[src/rtl/uart_lsr_pkg.sv]
package uart_lsr_pkg;
  localparam int unsigned LSR_W   = 8;
  localparam int unsigned TAG_W   = 3;
  localparam int unsigned B_DR    = 0;
  localparam int unsigned B_OVR   = 1;
  localparam int unsigned B_PAR   = 2;
  localparam int unsigned B_FRM   = 3;
  localparam int unsigned B_BRK   = 4;
  localparam int unsigned B_THRE  = 5;
  localparam int unsigned B_TEMT  = 6;
  localparam int unsigned B_FERR  = 7;

  typedef struct packed {
    logic brk;
    logic frm;
    logic par;
  } err_tag_t;
endpackage

[src/rtl/lsr_err_count.sv]
module lsr_err_count #(
  parameter int unsigned DEPTH = 16,
  localparam int unsigned CNT_W = $clog2(DEPTH + 1)
) (
  input  logic clk,
  input  logic rst_n,
  input  logic inc,
  input  logic dec,
  output logic zero_next
);
  logic [CNT_W-1:0] cnt_q, cnt_d;
  logic             cnt_en;

  always_comb begin
    cnt_d  = cnt_q;
    cnt_en = inc ^ dec;
    if (inc && !dec && cnt_q != CNT_W'(DEPTH)) cnt_d = cnt_q + 1'b1;
    else if (dec && !inc && cnt_q != '0)       cnt_d = cnt_q - 1'b1;
  end

  assign zero_next = (cnt_d == '0);

  always_ff @(posedge clk or negedge rst_n) begin
    if (!rst_n)      cnt_q <= '0;
    else if (cnt_en) cnt_q <= cnt_d;
  end

  p_cnt_bound_r7: assert property (@(posedge clk) disable iff (!rst_n)
    cnt_q <= CNT_W'(DEPTH));
  p_cnt_inc_r7: assert property (@(posedge clk) disable iff (!rst_n)
    (inc && !dec && cnt_q != CNT_W'(DEPTH)) |=> cnt_q == $past(cnt_q) + 1'b1);
endmodule

[src/rtl/lsr_rx_flags.sv]
module lsr_rx_flags
  import uart_lsr_pkg::*;
(
  input  logic       clk,
  input  logic       rst_n,
  input  logic       fifo_en,
  input  logic       ovr_evt,
  input  logic       head_load,
  input  err_tag_t   head_tag,
  input  logic       rd,
  input  logic       cnt_zero_next,
  output logic       ovr,
  output err_tag_t   err,
  output logic       fifo_err
);
  logic     ovr_q, ovr_d;
  err_tag_t err_q, err_d;
  logic     ferr_q, ferr_d;
  logic     head_bad;

  assign head_bad = head_load && (head_tag != '0);

  always_comb begin
    ovr_d = ovr_q;
    if (ovr_evt)  ovr_d = 1'b1;
    else if (rd)  ovr_d = 1'b0;

    err_d = err_q;
    if (head_load) err_d = head_tag;
    else if (rd)   err_d = '0;

    ferr_d = ferr_q;
    if (!fifo_en)                  ferr_d = 1'b0;
    else if (head_bad)             ferr_d = 1'b1;
    else if (rd && cnt_zero_next)  ferr_d = 1'b0;
  end

  always_ff @(posedge clk or negedge rst_n) begin
    if (!rst_n) begin
      ovr_q  <= 1'b0;
      err_q  <= '0;
      ferr_q <= 1'b0;
    end else begin
      ovr_q  <= ovr_d;
      err_q  <= err_d;
      ferr_q <= ferr_d;
    end
  end

  assign ovr      = ovr_q;
  assign err      = err_q;
  assign fifo_err = ferr_q;

  p_ovr_set_r2: assert property (@(posedge clk) disable iff (!rst_n)
    ovr_evt |=> ovr);
  p_head_cap_r3: assert property (@(posedge clk) disable iff (!rst_n)
    head_load |=> err == $past(head_tag));
  p_rd_clr_r4: assert property (@(posedge clk) disable iff (!rst_n)
    (rd && !head_load) |=> err == '0);
  p_ferr_set_r8: assert property (@(posedge clk) disable iff (!rst_n)
    (fifo_en && head_bad) |=> fifo_err);
  p_ferr_off_r9: assert property (@(posedge clk) disable iff (!rst_n)
    !fifo_en |=> !fifo_err);
endmodule

[src/rtl/lsr_tx_flags.sv]
module lsr_tx_flags (
  input  logic clk,
  input  logic rst_n,
  input  logic wr,
  input  logic hold_empty,
  input  logic shift_empty,
  output logic thre,
  output logic temt
);
  logic thre_q, thre_d;

  always_comb begin
    thre_d = thre_q;
    if (wr)              thre_d = 1'b0;
    else if (hold_empty) thre_d = 1'b1;
  end

  always_ff @(posedge clk or negedge rst_n) begin
    if (!rst_n) thre_q <= 1'b1;
    else        thre_q <= thre_d;
  end

  assign thre = thre_q;
  assign temt = thre_q & shift_empty;

  p_thre_wr_r5: assert property (@(posedge clk) disable iff (!rst_n)
    wr |=> !thre);
  p_thre_set_r5: assert property (@(posedge clk) disable iff (!rst_n)
    (hold_empty && !wr) |=> thre);
  p_temt_wr_r6: assert property (@(posedge clk) disable iff (!rst_n)
    wr |=> !temt);
endmodule

[src/rtl/uart_lsr.sv]
module uart_lsr
  import uart_lsr_pkg::*;
#(
  parameter int unsigned DEPTH = 16
) (
  input  logic       clk,
  input  logic       rst_n,
  input  logic       fifo_en,
  input  logic       rx_push,
  input  logic [2:0] rx_push_tag,
  input  logic       rx_full,
  input  logic       rx_pop,
  input  logic [2:0] rx_pop_tag,
  input  logic       rx_head_load,
  input  logic [2:0] rx_head_tag,
  input  logic       rx_nonempty,
  input  logic       thr_wr,
  input  logic       thr_empty,
  input  logic       tsr_empty,
  input  logic       lsr_rd,
  output logic [7:0] lsr
);
  logic     cnt_inc, cnt_dec, cnt_zero_next;
  logic     ovr, fifo_err, thre, temt;
  err_tag_t err;

  assign cnt_inc = rx_push && !rx_full && (rx_push_tag != '0);
  assign cnt_dec = rx_pop && (rx_pop_tag != '0);

  lsr_err_count #(.DEPTH(DEPTH)) u_cnt (
    .clk       (clk),
    .rst_n     (rst_n),
    .inc       (cnt_inc),
    .dec       (cnt_dec),
    .zero_next (cnt_zero_next)
  );

  lsr_rx_flags u_rx (
    .clk           (clk),
    .rst_n         (rst_n),
    .fifo_en       (fifo_en),
    .ovr_evt       (rx_push && rx_full),
    .head_load     (rx_head_load),
    .head_tag      (err_tag_t'(rx_head_tag)),
    .rd            (lsr_rd),
    .cnt_zero_next (cnt_zero_next),
    .ovr           (ovr),
    .err           (err),
    .fifo_err      (fifo_err)
  );

  lsr_tx_flags u_tx (
    .clk         (clk),
    .rst_n       (rst_n),
    .wr          (thr_wr),
    .hold_empty  (thr_empty),
    .shift_empty (tsr_empty),
    .thre        (thre),
    .temt        (temt)
  );

  always_comb begin
    lsr         = '0;
    lsr[B_DR]   = rx_nonempty;
    lsr[B_OVR]  = ovr;
    lsr[B_PAR]  = err.par;
    lsr[B_FRM]  = err.frm;
    lsr[B_BRK]  = err.brk;
    lsr[B_THRE] = thre;
    lsr[B_TEMT] = temt;
    lsr[B_FERR] = fifo_err;
  end

  p_dr_r1: assert property (@(posedge clk) disable iff (!rst_n)
    lsr[B_DR] == rx_nonempty);
endmodule

[config.mk]
export PLATFORM = sky130hd
export DESIGN_NAME = uart_lsr
export DESIGN_NICKNAME = d
export VERILOG_FILES = /design/src/rtl/uart_lsr_pkg.sv /design/src/rtl/lsr_err_count.sv /design/src/rtl/lsr_rx_flags.sv /design/src/rtl/lsr_tx_flags.sv /design/src/rtl/uart_lsr.sv
export SDC_FILE = /design/constraint.sdc
export NUM_CORES = 1
export LEC_CHECK = 0
export BUFFER_PORTS_ARGS = -buffer_cell sky130_fd_sc_hd__buf_2
export CAP_MARGIN = 5
export CORE_AREA = 4 4 56 58
export DETAILED_ROUTE_END_ITERATION = 7
export DIE_AREA = 0 0 60 62
export PLACE_DENSITY_LB_ADDON = 0.05
export SLEW_MARGIN = 30
export SYNTH_ARGS = -nofsm -noshare
export SYNTH_HDL_FRONTEND = slang
export SYNTH_SLANG_ARGS = --single-unit
[constraint.sdc]
create_clock -name clk -period 2.4 [get_ports clk]
set_input_delay 0.12 -clock clk [delete_from_list [all_inputs] [get_ports clk]]
set_output_delay 0.12 -clock clk [all_outputs]
set_load 0.02 [all_outputs]
==> flow_summary.yaml <==
grt:
  first_global_vias: 653
  grtUsageTotal: 0.104
  overflow: 0
  grt_antenna_before_repair: 0
  grt_pass1_wl_um: 2810
  grt_max_degree: 12
critical_path:
  crit_path_end_kind: "flip-flop"
  cp_top_family: "compound AO/OA/AOI/OAI gates"
  critPathMaxStageDelay_ps: 550
  critical_path_class: "flip-flop to flip-flop"
  cpMostUsedCell: "inv_1"
  crit_required_ps: 2590
  slowest_stage: "o41ai_2"
  crit_buf_inv: 2
  cp-start-kind: "flip-flop"
  crit_chain: "inv_1 > ha_1 > inv_1 > o41ai_2 > and3_1 > a2111oi_0 > a31oi_1"
  cp.arrival_ps: 2180
  crit_fanout: 6
timing:
  fin_tns_setup_ps: 0
  hold_viol: 0
  clock.fmax_ghz: 0.502
  setup_viol: 0
  finalCriticalPeriod_ps: 1990
  finClkSkew_ps: 2.41
  finalCritPeriodShare: 0.830
  finalMaxSlewViolations: 0
  max-slew-margin-rel: 0.611
  worst_pin_slew_ps: 577
  setup_slack_ps: 407
  rsz0062_at_grt: "false"
placement:
  place_worst_setup_slack_ps: 309
  gp_congestion: 0.750
  place_area_sq_um: 883
  dp_hpwl_um: 1370
  dp.cells: 134
  port_buffers: 26
power_and_ir_drop:
  leakage_nw: 0.453
  powerDensity_nw_per_um2: 824
  peakVddDrop_mv: 0.337
finish:
  area_delta_synth_final_pct: 20.6
  drive_gt1_frac: 0.284
  instances_no_fill: 140
  post-route-util: 0.349
  fin_area_sq_um: 930
  diodes: 0
  nets: 135
logic_synthesis:
  synth.distinct_cells: 35
  synth_nets: 110
  ys.flop_type: "dfrtp_1"
  ys_seq_area_frac: 0.359
  ys_warn_count: 0
  async_flop_share: 1.00
  synth.avg_cell_area_sq_um: 9.07
  synth_edf_count: 0
  syn_inst: 85
  synth_seq_cells: 11
  syn-cell-area_sq_um: 771
clock_network:
  cts_buffers: 3
  clock-sinks: 11
  cts_resized: 0
  clk_path_buf_depth: 2
  h-tree-depth: 1
  insertion_delay_ps: 270
  root_buffer: "clkbuf_4"
  tritoncts: "done"
  path_clk_slew_ps: 70
route:
  ant_nets: 0
  route.detailed.drc: 0
  routed_wl_um: 1760
  vias: 716
  first_pass_iters: 4
  vias_per_cell: 5.11
  routedWlPerCell_um: 12.6
  drt_iter0_markers: 32
floorplanning:
  coreArea_sq_um: 2660
  start_util: 0.289
  die_h_um: 62
  die_x_um: 60
  die_area_sq_um: 3720
  rows: 19
  ios: 29
min_path:
  hp-class: "primary input to flip-flop"
run_status:
  status: "finished clean"
flow_run:
  maxCapViolations: 0
flip-flops by register name, indices dropped and copies added (netlist names):
| name | cells |
|---|---|
| u_cnt.cnt_q | 5 |
| u_rx.err | 3 |
| u_rx.fifo_err | 1 |
| u_rx.ovr | 1 |
| u_tx.thre | 1 |
routing by layer:
metal,global-route usage,vias to the layer above,wire (um)
li1,-,359,-
met1,0.126,326,819
met2,0.171,29,758
met3,0.0165,2,153
met4,0.0665,0,26
met5,0,-,0
power breakdown:
group / total (mW) / switching, mW / internal (mW)
logic: 0.319 / 0.172 / 0.146
registers: 0.320 / 0.0851 / 0.235
clock network: 0.127 / 0.0627 / 0.0643
total: 0.766 / 0.320 / 0.446
cell usage in the layout, fill, tap and decap left out, types with 2 or more instances in the layout:
cell type / Yosys / routed
o21ai_0: 6 / 6
inv_1: 8 / 8
and2_1: 2 / 2
dfrtp_1: 10 / 10
and3_1: 2 / 2
nand4_1: 2 / 2
buf_2: 0 / 26
a21oi_1: 5 / 5
clkbuf_4: 0 / 3
xor2_1: 3 / 3
a22o_1: 3 / 3
o31ai_1: 2 / 2
dlygate4sd3_1: 0 / 2
a31oi_1: 3 / 3
nor2_1: 4 / 4
nand2_1: 4 / 4
o31a_1: 2 / 2
ha_1: 4 / 4
cells by family (layout without fill, tap and decap cells):
kind of cell,count (synthesis),after routing,synth area share
buf+inv,16,40,0.112
xor+xnor,4,4,0.0455
fa+ha+maj,4,4,0.0649
compound gates,27,27,0.252
flops,11,11,0.359
simple gates,23,23,0.167
cell usage after synthesis (2+ instances only):
cell type	count	area, sq um
buf_4	5	37.5
ha_1	4	50.1
dfrtp_1	10	250
nand4_1	2	12.5
inv_1	8	30.0
a21oi_1	5	25.0
o21ai_0	6	30.0
a22o_1	3	26.3
a31oi_1	3	18.8
and3_1	2	12.5
o31a_1	2	17.5
nand2_1	4	15.0
o31ai_1	2	15.0
clkbuf_1	2	7.51
nor2_1	4	15.0
and2_1	2	12.5
xor2_1	3	26.3
path summary, 6_finish.rpt:
path | to | from | depth (start not counted) | slack [ps]
max in group asynchronous | u_tx.thre$_DFFE_PN1P_ | rst_n | 2 | 1870
max | u_rx.fifo_err$_DFFE_PN0P_ | u_cnt.cnt_q[0]$_DFFE_PN0P_ | 7 | 410
min reg2reg | u_tx.thre$_DFFE_PN1P_ | u_tx.thre$_DFFE_PN1P_ | 2 | 490
max reg2reg | u_rx.fifo_err$_DFFE_PN0P_ | u_cnt.cnt_q[0]$_DFFE_PN0P_ | 7 | 410
min | u_rx.ovr$_DFFE_PN0P_ | lsr_rd | 2 | 70
min in group asynchronous | u_rx.err[1]$_DFFE_PN0P_ | rst_n | 2 | 260
area by class of cell:
cell class | count | area [sq um]
Clock buffer | 4 | 26.3
Fill cell | 278 | 1730
Inverter | 8 | 30.0
Multi-Input combinational cell | 58 | 408
Sequential cell | 11 | 277
Tap cell | 31 | 38.8
Timing Repair Buffer | 28 | 150
stage by stage:
step	hold slack, ps	total power, mW
floorplan	-176	0.579
global placement	16.1	0.652
detailed placement	17.3	0.637
CTS	66.3	0.776
global route	71.1	0.835
finish	74.2	0.766
worst register-to-register path: stages (launching register included):
cell       delay (ps)
dfrtp_1           400
inv_1             140
ha_1              250
inv_1              90
o41ai_2           550
and3_1            230
a2111oi_0          60
a31oi_1           180
repair_timing:
item                                   4_1_cts  5_1_grt
endpoints found under the hold margin       12        0
hold buffers                                 2        0
setup buffers                                0        0
Power figures use the tool's default switching activity.
